==> src/rtl/pab_pkg.sv <==
package pab_pkg;
  typedef enum logic [2:0] {
    ST_IDLE      = 3'd0,
    ST_ADDR      = 3'd1,
    ST_DATA      = 3'd2,
    ST_ADDR_PIPE = 3'd3,
    ST_DATA_PIPE = 3'd4,
    ST_DATA_HOLD = 3'd5
  } bstate_t;
endpackage

==> src/rtl/pab_sample.sv <==
module pab_sample
  import pab_pkg::*;
(
  input  logic    clk,
  input  logic    rst_n,
  input  bstate_t state,
  input  logic    na_in,
  input  logic    bs16_in,
  input  logic    clr_na,
  output logic    phase,
  output logic    na_ok
);
  logic sample_win;
  logic phase_d;
  logic na_d;

  // next address only counts once the address has lived a full bus state
  assign sample_win = !phase && (state == ST_DATA || state == ST_DATA_PIPE);

  always_comb begin
    phase_d = !phase;
    na_d    = na_ok;
    if (clr_na)
      na_d = 1'b0;
    else if (sample_win && na_in && !bs16_in)
      na_d = 1'b1;
  end

  always_ff @(posedge clk or negedge rst_n) begin
    if (!rst_n) begin
      phase <= 1'b0;
      na_ok <= 1'b0;
    end else begin
      phase <= phase_d;
      na_ok <= na_d;
    end
  end

  AST_BS16_VETO: assert property (@(posedge clk) disable iff (!rst_n)
    (!phase && bs16_in && !na_ok) |=> !na_ok);

  AST_NA_STICKY: assert property (@(posedge clk) disable iff (!rst_n)
    (na_ok && !phase) |=> na_ok);
endmodule

==> src/rtl/pab_fsm.sv <==
module pab_fsm
  import pab_pkg::*;
(
  input  logic    clk,
  input  logic    rst_n,
  input  logic    phase,
  input  logic    na_ok,
  input  logic    req_valid,
  input  logic    rdy_in,
  output bstate_t state,
  output logic    issue,
  output logic    clr_na
);
  bstate_t nxt;
  bstate_t state_d;

  always_comb begin
    nxt = state;
    unique case (state)
      ST_IDLE:      nxt = req_valid ? ST_ADDR : ST_IDLE;
      ST_ADDR:      nxt = ST_DATA;
      ST_DATA: begin
        if (rdy_in)     nxt = req_valid ? ST_ADDR : ST_IDLE;
        else if (na_ok) nxt = req_valid ? ST_ADDR_PIPE : ST_DATA_HOLD;
        else            nxt = ST_DATA;
      end
      ST_DATA_HOLD: begin
        if (rdy_in) nxt = req_valid ? ST_ADDR : ST_IDLE;
        else        nxt = req_valid ? ST_ADDR_PIPE : ST_DATA_HOLD;
      end
      ST_ADDR_PIPE: nxt = rdy_in ? ST_DATA : ST_DATA_PIPE;
      ST_DATA_PIPE: nxt = rdy_in ? ST_DATA : ST_DATA_PIPE;
      default:      nxt = ST_IDLE;
    endcase
  end

  always_comb begin
    state_d = phase ? nxt : state;
    issue   = phase && (nxt == ST_ADDR || nxt == ST_ADDR_PIPE);
    clr_na  = issue || (phase && rdy_in &&
              (state == ST_DATA || state == ST_DATA_HOLD));
  end

  always_ff @(posedge clk or negedge rst_n) begin
    if (!rst_n) state <= ST_IDLE;
    else        state <= state_d;
  end

  AST_STATE_LEGAL: assert property (@(posedge clk) disable iff (!rst_n)
    state <= ST_DATA_HOLD);

  AST_STROBE_FULL_STATE: assert property (@(posedge clk) disable iff (!rst_n)
    ((state == ST_ADDR || state == ST_ADDR_PIPE) && !phase) |=> $stable(state));

  AST_IDLE_EXIT: assert property (@(posedge clk) disable iff (!rst_n)
    (state == ST_IDLE) |=> (state == ST_IDLE || state == ST_ADDR));

  AST_PIPE_ENTRY: assert property (@(posedge clk) disable iff (!rst_n)
    (phase && state == ST_DATA && !rdy_in && na_ok && req_valid)
      |=> state == ST_ADDR_PIPE);
endmodule

==> src/rtl/pab_hold.sv <==
module pab_hold #(
  parameter int ADDR_W = 32,
  parameter int KIND_W = 3
) (
  input  logic              clk,
  input  logic              rst_n,
  input  logic              load,
  input  logic [ADDR_W-1:0] addr_d,
  input  logic [KIND_W-1:0] kind_d,
  output logic [ADDR_W-1:0] addr_q,
  output logic [KIND_W-1:0] kind_q
);
  always_ff @(posedge clk or negedge rst_n) begin
    if (!rst_n) begin
      addr_q <= '0;
      kind_q <= '0;
    end else if (load) begin
      addr_q <= addr_d;
      kind_q <= kind_d;
    end
  end

  AST_ADDR_HOLD: assert property (@(posedge clk) disable iff (!rst_n)
    !load |=> ($stable(addr_q) && $stable(kind_q)));
endmodule

==> src/rtl/pab_ctrl.sv <==
module pab_ctrl
  import pab_pkg::*;
#(
  parameter int ADDR_W = 32,
  parameter int KIND_W = 3
) (
  input  logic              clk,
  input  logic              rst_n,
  input  logic              req_valid,
  input  logic [ADDR_W-1:0] req_addr,
  input  logic [KIND_W-1:0] req_kind,
  output logic              req_take,
  output logic              addr_strobe,
  output logic [ADDR_W-1:0] bus_addr,
  output logic [KIND_W-1:0] bus_kind,
  input  logic              rdy_in,
  input  logic              na_in,
  input  logic              bs16_in,
  output logic [2:0]        bus_state
);
  bstate_t state;
  logic    phase;
  logic    na_ok;
  logic    issue;
  logic    clr_na;

  pab_sample u_sample (
    .clk(clk), .rst_n(rst_n), .state(state), .na_in(na_in),
    .bs16_in(bs16_in), .clr_na(clr_na), .phase(phase), .na_ok(na_ok)
  );

  pab_fsm u_fsm (
    .clk(clk), .rst_n(rst_n), .phase(phase), .na_ok(na_ok),
    .req_valid(req_valid), .rdy_in(rdy_in), .state(state),
    .issue(issue), .clr_na(clr_na)
  );

  pab_hold #(.ADDR_W(ADDR_W), .KIND_W(KIND_W)) u_hold (
    .clk(clk), .rst_n(rst_n), .load(issue), .addr_d(req_addr),
    .kind_d(req_kind), .addr_q(bus_addr), .kind_q(bus_kind)
  );

  assign req_take    = issue;
  assign addr_strobe = (state == ST_ADDR) || (state == ST_ADDR_PIPE);
  assign bus_state   = state;

  AST_TAKE_PHASE_TWO: assert property (@(posedge clk) disable iff (!rst_n)
    req_take |-> (phase && req_valid));
endmodule

==> config.mk <==
export PLATFORM = sky130hd
export DESIGN_NAME = pab_ctrl
export DESIGN_NICKNAME = d
export VERILOG_FILES = /design/src/rtl/pab_pkg.sv /design/src/rtl/pab_sample.sv /design/src/rtl/pab_fsm.sv /design/src/rtl/pab_hold.sv /design/src/rtl/pab_ctrl.sv
export SDC_FILE = /design/constraint.sdc
export NUM_CORES = 1
export LEC_CHECK = 0
export CAP_MARGIN = 20
export CORE_MARGIN = 4
export CORE_UTILIZATION = 37
export DETAILED_ROUTE_END_ITERATION = 16
export PLACE_DENSITY = 0.85
export SYNTH_ARGS = -nofsm -noshare
export SYNTH_HDL_FRONTEND = slang
export SYNTH_SLANG_ARGS = --single-unit
==> constraint.sdc <==
create_clock -name clk -period 1.9 [get_ports clk]
set_input_delay 0.57 -clock clk [delete_from_list [all_inputs] [get_ports clk]]
set_output_delay 0.57 -clock clk [all_outputs]
set_load 0.03 [all_outputs]
# Word-level counts from Yosys, hierarchy flattened
# Cells that the tools add are included.
dict set report word_totals {
  word_cells 37
  regBits 40
  out_inout_bits 40
}
dict set report classes {
  n_reduce_logical 16
  eq_ne 7
  mux 9
}
# cell count
set ops {}
lappend ops {{2-to-1 mux 3 bit} 5}
lappend ops {{case mux 3 bit (5 select lines)} 1}
lappend ops {{== test 3 x 2 -> 1 bit (second input constant)} 3}
lappend ops {{== test 3 x 1 -> 1 bit (second input constant)} 2}
lappend ops {{== test 3 bit (second input constant)} 2}
lappend ops {{logical AND 1 bit} 6}
lappend ops {{logical OR 1 bit} 5}
lappend ops {{logical NOT 3 bit} 1}
lappend ops {{2-to-1 mux 1 bit} 3}
lappend ops {{logical NOT 1 bit} 2}
lappend ops {{nonzero test 2 bit} 1}
lappend ops {{OR reduction 2 bit} 1}

# Depth between registers and ports, before layout
# Gate-level depths: netlist of run 1.
dict set report depth {
  word_depth 9
  mapped_depth 7
  mapped_depth_nobuf 5
}

# Cells and area by module
# From an unflattened synthesis of run 1, not the netlist that was laid out.
dict set report hier_totals {
  hier_cells 119
  hier_area_um2 1858.0
}
# module cells_each instances area_per_inst_um2
set by_module_without_submodules {}
lappend by_module_without_submodules {pab_hold 74 1 1453.9}
lappend by_module_without_submodules {pab_fsm 37 1 304.0}
lappend by_module_without_submodules {pab_sample 7 1 86.3}
lappend by_module_without_submodules {pab_ctrl 1 1 13.8}

# Worst setup path before layout of run 1
# OpenSTA, ideal clock, no wires.
dict set report synth_path {
  kind {register to output}
  startpoint {register u_fsm.state[2]}
  endpoint {output port req_take}
  setup_slack_ns -0.158
  arrival_time_ns 1.488
  path_buffers 2
  required_ns 1.330
  stages_incl_launch_ff 7
  cell_sequence {dfrtp_1 -> clkbuf_4 -> nor2_2 -> o2bb2ai_2 -> a32oi_2 -> nor2_8 -> buf_12}
}
dict set report synth_via {
  elab_chain_cells 6
}
# item line
set synth_rtl {}
lappend synth_rtl {{start, declared} pab_fsm.sv:10} ;# output bstate_t state,
lappend synth_rtl {{start signal, assigned} pab_fsm.sv:46} ;# else state <= state_d;
lappend synth_rtl {{== test 3 x 2 -> 1 bit / == test 3 bit (equally long branches)} pab_fsm.sv:19} ;# unique case (state)
lappend synth_rtl {{OR reduction 2 bit (no line)} --}
lappend synth_rtl {{case mux 3 bit (5 select lines) (*)} pab_fsm.sv:19}
lappend synth_rtl {{== test 3 x 1 -> 1 bit / == test 3 x 2 -> 1 bit (equally long branches)} pab_fsm.sv:39} ;# issue = phase && (nxt == ST_ADDR || nxt == ST_ADDR_PIPE);
lappend synth_rtl {{logical OR 1 bit (*)} pab_fsm.sv:39}
lappend synth_rtl {{logical AND 1 bit (*)} pab_fsm.sv:39}
lappend synth_rtl {{end, declared} pab_ctrl.sv:12} ;# output logic req_take,
# Every way passes the cells marked *; elsewhere a longest branch is shown, timed or not.

# Final worst setup path of run 1
dict set report layout_path {
  startpoint {register u_fsm.state[0]}
  endpoint {output port req_take}
}
# The elaborated chain is that of the path after synthesis.

==> results.yml, run 1 <==
die:
  die_w_um: 78.1
  die-area_um2: 6110
  start_util_pct: 38.3
  coreArea_um2: 4750
  io_pins: 81
  fp-row-count: 25
  fp.dieH_um: 78.1
sta:
  fin_ws_ns: -0.195
  period_minus_slack_ns: 2.10
  tns_ns: -4.61
  tightest_slew_ns: 0.393
  rsz0062_at_grt: "true"
  fin_skew_ns: 0.0120
  hold_viol: 0
  drv_slew: 0
  finalSetupViolations: 36
  achievable-frequency_mhz: 477
  timing.final.crit_share_pct: 110
  relSlewSlack_pct: 73.8
route:
  via_per_inst: 4.66
  ant_nets: 0
  vias: 1357
  first_pass_iters: 4
  drc: 0
  routedWlPerCell_um: 16.2
  wl_mm: 4.72
  drt_iter0_drc: 45
min_path:
  hold_path.class: "input pin to asynchronous set/reset pin"
layout:
  drive_above_1_share_pct: 37.9
  area_growth_pct: 70.9
  mostFrequentLayoutCells: "clkdlybuf4s50_1, dfrtp_1, mux2_4, dlygate4sd2_1, buf_4"
  n_antenna_cell: 0
  nets: 264
  design_area_um2: 3110
  final_util_pct: 65.4
clock_network:
  h-tree-depth: 2
  clkSlewWorstSetupHoldPaths_ns: 0.08
  cts-root-buf: "clkbuf_8"
  clk_latency_ns: 0.29
  cts_tree: "done"
  cts.sinks: 40
  ctsHoldBuffers: 0
  numCtsBuffers: 5
  cts_buffer_depth: 2
setup_path:
  cp-start-kind: "flip-flop"
  cp.arrival_ns: 1.53
  critical_path.slowest_cell: "dfrtp_2"
  critPathKind: "flip-flop to output port"
  crit_fanout: 5
  critPathCaptureType: "output port"
  crit_required_ns: 1.33
  critPathBufInv: 3
  cp_common_cell: "buf_6"
  max_stage_delay_ns: 0.45
  path_cells: "buf_6 > a21oi_2 > nand2_1 > a21oi_2 > buf_6 > nor2_8 > buf_6"
  path_delay_family: "flip-flops"
logic_synthesis:
  ys_warn_count: 0
  syn_inst: 117
  synth.yosys.seq_area_share_pct: 55.0
  avgSynthCellArea_um2: 15.6
  synth_top_area_share_pct: 55.0
  synthArstFlopShare_pct: 100
  synth-seq-cells: 40
  syn_nets: 158
  synth_edf_count: 0
  yosys.area.top_type: "dfrtp_1"
  ys_types: 25
  synthTopCellsByArea: "dfrtp_1, mux2_4, mux2_2"
  syn-cell-area_um2: 1820
  synthFlopType: "dfrtp_1"
global_routing:
  overflow: 0
  track_usage_pct: 14.8
  antenna_found_initial: 0
  grt_pass1_vias: 1417
  grt_first_pass_wirelength_mm: 6.96
  grt_max_degree: 24
power:
  peakVddDrop_uv: 844
  power.leakage_nw: 1.52
  power_density_nw_per_um2: 1980
place:
  place_area_um2: 2710
  io_buffers: 80
  dp_slack_ns: -0.637
  place_congestion: 0.860
  hpwlAfterDp_mm: 3.01
status:
  status: "complete, but fails checks"
  violations: "setup timing"
job:
  max_cap_violations: 0
-- sequential cells by signal, summed over array words and instances, names as in the netlist --
name	cells
u_fsm.state	3
u_hold.kind_q	3
u_sample.na_ok	1
u_sample.phase	1
u_hold.addr_q	32
-- through the flow --
stage                     power, mW  hold slack (ns)  std cells
after floorplan                3.86            0.274        117
after global placement         4.92            0.491        268
after detailed placement       4.97            0.492        268
after CTS                      5.66            0.199        282
after global routing           6.47            0.217        291
final                          6.16            0.186        291
-- final timing paths --
path / startpoint / endpoint / slack [ns] / depth (start not counted)
setup / recovery: u_fsm.state[0]$_DFFE_PN0P_ / req_take / -0.20 / 7
hold / removal: rst_n / u_hold.addr_q[6]$_DFFE_PN0P_ / 0.19 / 1
setup reg to reg: u_fsm.state[0]$_DFFE_PN0P_ / u_hold.addr_q[27]$_DFFE_PN0P_ / -0.15 / 11
hold reg to reg: u_hold.addr_q[7]$_DFFE_PN0P_ / u_hold.addr_q[7]$_DFFE_PN0P_ / 0.51 / 1
max in group asynchronous: rst_n / u_hold.addr_q[24]$_DFFE_PN0P_ / 1.16 / 2
min in group clk: u_hold.addr_q[7]$_DFFE_PN0P_ / u_hold.addr_q[7]$_DFFE_PN0P_ / 0.51 / 1
-- cells by family (layout without fill, tap and decap cells) --
group / count (synthesis) / after routing / share of synthesized area [%]
multiplexers: 37 / 37 / 28.7
AO/OA/AOI/OAI: 13 / 13 / 5.43
flip-flops: 40 / 40 / 55.0
AND/OR/NAND/NOR: 18 / 18 / 5.70
buffers and inverters: 8 / 115 / 4.74
XOR/XNOR: 1 / 1 / 0.481
-- power breakdown --
group | leakage, nW | internal (mW) | switching, mW
Clock | 0.0645 | 0.463 | 0.291
Sequential | 0.468 | 1.28 | 0.260
Combinational | 0.985 | 2.00 | 1.86
-- Yosys cell counts, drive strengths merged, types with 2 or more instances --
cell   number
and3        2
a32oi       2
nor3        2
mux2       37
and2b       2
nor2        6
inv         3
o21ai       5
nand2       5
a21oi       3
dfrtp      40
buf         4
-- metal layers --
metal  part of all wire (%)  global-route usage, %  wire length, um  up-vias
li1                       -                      -                -      626
met1                     43                   17.9             2030      672
met2                     49                   25.2             2330       53
met3                    6.5                   4.47              307        6
met4                    1.2                   4.72               55        0
met5                      0                      0                0        -
-- cell type report --
cell class                 instances  area, um2
tap                               67       83.8
multi-input combinational         69        796
inverter                           3       11.3
fill                             362       1640
sequential                        40       1000
timing repair buffer             104       1090
clock buffer                       7       96.3
clock inverter                     1       30.0
-- what timing repair did --
item	in CTS	in global routing
pin swaps	5	3
setup endpoints to repair	66	47
cloned	0	4
hold endpoints to repair	0	0
setup buffers	6	5
resized for setup	45	30
Note: power is estimated with default switching activity, not from simulation.
==> run 2: changes to the inputs <==
REMOVE_ABC_BUFFERS = 1   (was not set)
==> results.yml, run 2 (synthesis gave the netlist of run 1 again) <==
setup_path:
  critPathBufInv: 2
  cp-start-kind: "input pin"
  crit_required_ns: 1.33
  max_stage_delay_ns: 0.26
  r2r_cells: 6
  ff2ff_setup_slack_ns: 0.05
  crit_fanout: 5
  cp.arrival_ns: 1.51
  r2r_end: "u_hold.addr_q[4]$_DFFE_PN0P_"
  path_delay_family: "compound AO/OA/AOI/OAI gates"
  rr_startpoint: "u_fsm.state[2]$_DFFE_PN0P_"
  critPathKind: "input pin to output port"
  path_cells: "buf_2 > and2b_1 > o2bb2ai_4 > a32oi_4 > nor2_8 > buf_6"
  critical_path.slowest_cell: "and2b_1"
  critPathCaptureType: "output port"
power:
  switching_share_pct: 40.5
  combPwrFrac_pct: 59.8
  sequentialPowerShare_pct: 28.2
  power.leakage_nw: 1.47
  total_power_mw: 5.52
  peakVddDrop_uv: 886
  power_density_nw_per_um2: 1890
  intPower_mw: 3.28
  p_sw_mw: 2.24
  clockPowerShare_pct: 12.0
route:
  routed-wl-met2_mm: 2.05
  routedWlPerCell_um: 15.2
  drt-met1-wl_mm: 1.76
  wl_met3_um: 352
  wl_mm: 4.25
  drt_iter0_drc: 42
  drc: 0
  vias: 1278
  via_per_inst: 4.56
  routed.top_layer: "met4"
  ant_nets: 0
  first_pass_iters: 3
sta:
  drv_slew: 0
  tightest_slew_ns: 0.336
  fin_ws_ns: -0.182
  relSlewSlack_pct: 77.6
  fin_skew_ns: 0.00456
  finalSetupViolations: 1
  period_minus_slack_ns: 2.08
  achievable-frequency_mhz: 480
  rsz0062_at_grt: "true"
  tns_ns: -0.182
  hold_viol: 0
  timing.final.crit_share_pct: 110
die:
  io_pins: 81
  start_util_pct: 38.3
  fp.dieH_um: 78.1
  die-area_um2: 6110
  fp-row-count: 25
  die_w_um: 78.1
  coreArea_um2: 4750
layout:
  fillers: 379
  top_regs: "u_hold.addr_q x32, u_fsm.state x3, u_hold.kind_q x3"
  regMostFlops: "u_hold.addr_q"
  drive_above_1_share_pct: 34.7
  nets: 253
  area_growth_pct: 60.3
  fin_cells: 280
  mostFrequentLayoutCells: "clkdlybuf4s50_1, dfrtp_1, mux2_4, dlygate4sd2_1, dlymetal6s2s_1"
  n_antenna_cell: 0
  largest_register_ffs: 32
clock_network:
  clk_latency_ns: 0.28
  cts_buffer_depth: 2
  cts.sinks: 40
  clkSlewWorstSetupHoldPaths_ns: 0.07
  cts-root-buf: "clkbuf_8"
  h-tree-depth: 2
  cts_tree: "done"
  numCtsBuffers: 5
global_routing:
  track_usage_pct: 13.5
  grt_pass1_vias: 1328
  overflow: 0
  antenna_found_initial: 0
  grt_first_pass_wirelength_mm: 6.48
  grt_max_degree: 41
place:
  place_congestion: 0.882
  dp.cells: 265
  dp_slack_ns: -0.590
  hpwlAfterDp_mm: 2.77
  io_buffers: 80
status:
  violations: "setup timing"
  status: "complete, but fails checks"
min_path:
  hold_path.class: "input pin to asynchronous set/reset pin"
job:
  max_cap_violations: 0
## run 2: cell count changes in the layout (fill, tap and decap cells not counted), sizes merged
cell | before | now
clkinv | 0 | 1
clkbuf | 10 | 6
buf | 25 | 18
clkdlybuf4s15 | 1 | 0
dlygate4sd2 | 28 | 20
dlymetal6s2s | 10 | 18
## run 2: power groups by stage
stage	combinational [mW]	clock, mW	sequential [mW]
2_1_floorplan	1.27	0	2.37
3_3_place_gp	3.25	0	1.58
3_5_place_dp	3.31	0	1.57
4_1_cts	3.18	0.698	1.57
5_1_grt	3.49	0.728	1.63
6_report	3.30	0.660	1.56
## run 2: metal layers
metal	GRT usage (%)	vias up
li1	-	605
met1	17.5	605
met2	21.2	58
met3	4.70	10
met4	4.20	0
met5	0	-
## run 2: stage by stage
step | util, % | area [um2] | hold slack, ns
2_1_floorplan | - | 1750 | 0.274
3_3_place_gp | 56.6 | 2690 | 0.491
3_5_place_dp | 56.6 | 2690 | 0.491
4_1_cts | 58.5 | 2780 | 0.239
5_1_grt | 61.4 | 2920 | 0.254
6_report | 61.4 | 2920 | 0.243
## run 2: area by class of cell
class                      count  area [um2]  share of cell area (%)
multi-input combinational     69         783                    26.8
clock buffer                   6        72.6                    2.49
clock inverter                 2        35.0                    1.20
inverter                       3        11.3                   0.386
tap                           67        83.8                    2.87
timing repair buffer          93         927                    31.8
sequential                    40        1000                    34.4
## run 2: worst reg2reg max path, delay by kind of cell (launching register included)
family                 cells  cell delay, ns
AOI/OAI and AO/OA          2            0.26
DFF                        1            0.48
buffers and inverters      1            0.27
and+or+nand+nor            2            0.35
muxes                      1            0.39
## run 2: what timing repair did
| action | CTS | global route |
|---|---|---|
| endpoints found under the setup margin | 57 | 27 |
| gates resized for setup | 30 | 30 |
| setup buffers | 1 | 6 |
| pin swaps | 3 | 4 |
| hold buffers | 0 | 0 |
## run 2: worst max path at each step
stage,start,end,slack [ns],cells after the start
final,req_valid,req_take,-0.18,6
after global routing,u_fsm.state[2]$_DFFE_PN0P_,req_take,-0.24,5
after CTS,u_fsm.state[2]$_DFFE_PN0P_,req_take,-0.23,5
after detailed placement,req_valid,u_hold.addr_q[6]$_DFFE_PN0P_,-0.59,7
after global placement,req_valid,u_hold.addr_q[4]$_DFFE_PN0P_,-0.52,7
after floorplan,u_fsm.state[2]$_DFFE_PN0P_,req_take,-0.35,4
